`config.mk`:
```
export PLATFORM = sky130hd
export DESIGN_NAME = spi_flag_unit
export DESIGN_NICKNAME = d
export VERILOG_FILES = /design/src/rtl/spi_flag_unit.sv
export SDC_FILE = /design/constraint.sdc
export NUM_CORES = 1
export LEC_CHECK = 0
export ABC_AREA = 1
export CAP_MARGIN = 5
export CORE_AREA = 5 5 42 44
export DETAILED_ROUTE_END_ITERATION = 10
export DIE_AREA = 0 0 47 49
export DONT_BUFFER_PORTS = 1
export REMOVE_ABC_BUFFERS = 1
export SLEW_MARGIN = 20
export SYNTH_ARGS = -nofsm -noshare
export SYNTH_HDL_FRONTEND = slang
export SYNTH_SLANG_ARGS = --single-unit
export TNS_END_PERCENT = 20
```
`constraint.sdc`:
```
create_clock -name clk -period 0.8 [get_ports clk]
set_input_delay 0.16 -clock clk [delete_from_list [all_inputs] [get_ports clk]]
set_output_delay 0.16 -clock clk [all_outputs]
set_load 0.05 [all_outputs]
```
`src/rtl/spi_flag_unit.sv`:
```
module spi_flag_unit #(
  parameter int DEPTH = 32,
  parameter int CNT_W = $clog2(DEPTH + 1)
) (
  input  logic             clk,
  input  logic             rst_n,
  input  logic [CNT_W-1:0] tx_level,
  input  logic [CNT_W-1:0] rx_level,
  input  logic             rx_thr16,
  input  logic             txie,
  input  logic             rxie,
  input  logic             errie,
  input  logic             is_master,
  input  logic             hw_sel_mode,
  input  logic             nss_in,
  input  logic             sw_sel,
  input  logic             shifting,
  input  logic             en_wr,
  input  logic             en_wdata,
  input  logic             mf_clr,
  output logic             ctl_en,
  output logic             tx_space,
  output logic             rx_avail,
  output logic             busy,
  output logic             mf_flag,
  output logic             irq_tx,
  output logic             irq_rx,
  output logic             irq_err
);
  localparam logic [CNT_W-1:0] HALF = CNT_W'(DEPTH / 2);

  logic             sel_lost, fault_now, busy_nxt;
  logic [CNT_W-1:0] rx_thr;

  assign sel_lost  = hw_sel_mode ? !nss_in : !sw_sel;
  assign fault_now = ctl_en && is_master && sel_lost;
  assign rx_thr    = rx_thr16 ? CNT_W'(2) : CNT_W'(1);
  assign busy_nxt  = ctl_en && !fault_now &&
                     (shifting || (is_master && tx_level != '0));

  always_ff @(posedge clk or negedge rst_n) begin
    if (!rst_n) begin
      tx_space <= 1'b1;
      rx_avail <= 1'b0;
      busy     <= 1'b0;
      mf_flag  <= 1'b0;
      ctl_en   <= 1'b0;
    end else begin
      tx_space <= tx_level <= HALF;
      rx_avail <= rx_level >= rx_thr;
      busy     <= busy_nxt;
      mf_flag  <= fault_now || (mf_flag && !mf_clr);
      if (fault_now)   ctl_en <= 1'b0;
      else if (en_wr)  ctl_en <= en_wdata;
    end
  end

  assign irq_tx  = tx_space && txie;
  assign irq_rx  = rx_avail && rxie;
  assign irq_err = mf_flag && errie;

  AST_TX_FULL_NO_SPACE: assert property (@(posedge clk) disable iff (!rst_n)
    tx_level > HALF |=> !tx_space);
  AST_RX_EMPTY_NO_DATA: assert property (@(posedge clk) disable iff (!rst_n)
    rx_level == '0 |=> !rx_avail);
  AST_HW_FAULT_STOPS: assert property (@(posedge clk) disable iff (!rst_n)
    ctl_en && is_master && hw_sel_mode && !nss_in |=> !ctl_en && mf_flag);
  AST_FLAG_STICKY: assert property (@(posedge clk) disable iff (!rst_n)
    mf_flag && !mf_clr |=> mf_flag);
  AST_SLAVE_NO_FAULT: assert property (@(posedge clk) disable iff (!rst_n)
    !is_master && !mf_flag && !mf_clr |=> !mf_flag);
  AST_DISABLED_IDLE: assert property (@(posedge clk) disable iff (!rst_n)
    !ctl_en |=> !busy);
  AST_SLAVE_GAP: assert property (@(posedge clk) disable iff (!rst_n)
    !is_master && !shifting |=> !busy);
endmodule

```
==> qor.csv <==
stage,metric,value,unit
synth,synth-seq-cells,5,
die,row_count,14,
clocking,cts.path.max_buffers,2,
synth,syn_area,313,µm²
layout,final.fill_count,155,
power_and_ir_drop,power_density,1650,mW/mm²
layout,layout_common_cells,"nand2_1 (10), inv_1 (8), nor2_1 (4), dfrtp_1 (4), buf_12 (4)",
clocking,cts_tree,built,
clocking,clk_pin_slew,0.04,ns
drt,drt_iter0_drc,5,
layout,final_cells,74,
die,dieArea,0.00230,mm²
timing,slew_viol_final,0,
outcome,failed_checks,setup timing,
timing,period_share,144,%
synth,yosysWarnings,0,
worst_setup_path,rrSetupSlack,-0.02,ns
power_and_ir_drop,finalPower,0.855,mW
clocking,htree_levels,1,
worst_setup_path,cp.required,0.64,ns
worst_setup_path,path_class,flip-flop to primary output,
timing,timing.final.ws_setup,-0.354,ns
worst_setup_path,slowest_delay,0.53,ns
die,start_util,22.3,%
worst_setup_path,cp_data_arrival_time,0.99,ns
die,io_pins,34,
placement,dp.cells,67,
die,coreArea,0.00140,mm²
layout,seq_area,126,µm²
timing,fmax,0.866,GHz
global_routing,grt_pass1_vias,304,
layout,num-nets-final,87,
worst_setup_path,cp_cell_sequence,"nand2_2, inv_2, buf_12",
power_and_ir_drop,p_leak,0.273,nW
clocking,insertion_delay,0.23,ns
layout,multi_input_area,148,µm²
placement,portBuffers,0,
drt,vias_per_cell,4.20,
layout,antenna_cells,0,
global_routing,grt_max_degree,6,
job,maxCapViolations,0,
global_routing,grt_first_pass_wirelength,1020,µm
worst_setup_path,crit_path_end_kind,primary output,
layout,drive_gt1_share,32.8,%
clocking,cts_buffers,3,
synth,synth_seq_area_share,40.4,%
placement,hpwl,662,µm
drt,drt_first_pass_iters,3,
synth,yosysUniqueCellTypes,12,
clocking,cts-root-buf,clkbuf_4,
drt,drc_errors,0,
global_routing,overflow,0,
worst_hold_path,hold_class,primary input to flip-flop,
timing,clock_skew,0.0000445,ns
outcome,status,"finished, violations left",
timing,setup_tns,-1.77,ns
synth,syn_area_per_cell,7.45,µm²
drt,drt.antenna.violating_nets,0,
timing,max_slew.worst_pin.slew,0.224,ns
timing,rsz0062_at_grt,true,
worst_setup_path,worstSetupStartpointType,flip-flop,
clocking,cts.sinks,5,
synth,synthCells,42,
layout,area_growth,65.2,%
timing,finalCriticalPeriod,1.15,ns
power_and_ir_drop,ir_worst_vdd,0.389,mV
drt,wl_per_cell,10.5,µm
timing,hold_violations,0,
clocking,post_cts_buffers,0,
timing,relSlewSlack,85.0,%
die,die_height,49,µm
placement,gp_congestion,0.609,
global_routing,antenna_found_initial,0,
drt,routed_wl,778,µm
drt,vias,311,
worst_setup_path,cp_max_fo,2,
timing,finalSetupViolCount,9,
layout,mostFrequentLayoutCell,nand2_1,
global_routing,grt_util_all_layers,6.51,%
worst_setup_path,slowest_stage,dfstp_2,
die,fp.dieW,47,µm
-- per-stage QoR --
step / cell area [µm²] / setup WS [ns] / util, % / hold WS, ns
CTS: 514 / -0.369 / 36.7 / 0.0120
global route: 517 / -0.380 / 36.9 / 0.00624
finish: 517 / -0.354 / 36.9 / 0.000120
floorplan: 313 / -0.424 / - / -0.136
detailed placement: 450 / -0.140 / 32.1 / -0.135
global placement: 450 / -0.138 / 32.1 / -0.135
-- final cells by class --
cell class / count / area share (%)
Inverter: 11 / 7.99
Tap cell: 16 / 3.87
Sequential cell: 5 / 24.5
Timing Repair Buffer: 12 / 30.0
Clock buffer: 4 / 5.08
Multi-Input combinational cell: 26 / 28.6
-- worst max-delay path: cells and delay by family (launching register included) --
kind          cells  cell delay (ns)
buf+inv           2             0.19
flops             1             0.53
simple gates      1             0.05
-- power breakdown --
part | internal (mW) | switching, mW | total [mW]
Combinational | 0.122 | 0.161 | 0.283
Sequential | 0.276 | 0.0166 | 0.293
Clock | 0.188 | 0.0909 | 0.279
Total | 0.586 | 0.269 | 0.855
-- synthesized netlist by cell type (all sizes together) --
cell type  count  area share [%]
nor3           1             1.6
dfstp          1             8.4
nand2         11              13
nand3b         1             6.4
inv           11              13
nor2           4             4.8
dfrtp          4              32
a21oi          2             4.4
ha             2             8.0
o21ai          3             4.8
nand3          2             3.2
-- cells by family after synthesis --
| family | count (synthesis) | share of synthesized area [%] |
|---|---|---|
| and+or+nand+nor | 19 | 29.2 |
| AOI/OAI and AO/OA | 5 | 9.20 |
| DFF | 5 | 40.4 |
| adders and majority gates | 2 | 8.00 |
| buffers and inverters | 11 | 13.2 |
-- path summary, 6_finish.rpt --
| kind | start | to | cells after the start |
|---|---|---|---|
| worst max-delay path | tx_space | irq_tx | 3 |
| max in group asynchronous | rst_n | tx_space | 1 |
| min in group asynchronous | rst_n | ctl_en | 1 |
| worst max register to register | ctl_en | busy | 4 |
| worst min-delay path | mf_clr | mf_flag | 1 |
| worst min register to register | ctl_en | busy | 2 |
-- routing by layer --
layer	GRT usage [%]	vias to the layer above	part of all wire [%]	wire (µm)
li1	-	158	-	-
met1	8.26	120	38	293
met2	7.69	31	41	317
met3	1.11	2	19	146
met4	8.29	0	2.6	20
met5	0	-	0	0
-- flip-flops by register name, indices dropped and copies added, names as in the netlist --
register,cells
rx_avail,1
ctl_en,1
mf_flag,1
tx_space,1
busy,1
-- what timing repair did --
action | 4_1_cts | 5_1_grt
pin swaps | 3 | 0
gates resized for setup | 5 | 2
endpoints found under the setup margin | 9 | 11
hold buffers | 3 | 0
hold endpoints to repair | 6 | 0
(Power assumes the default switching activity.)
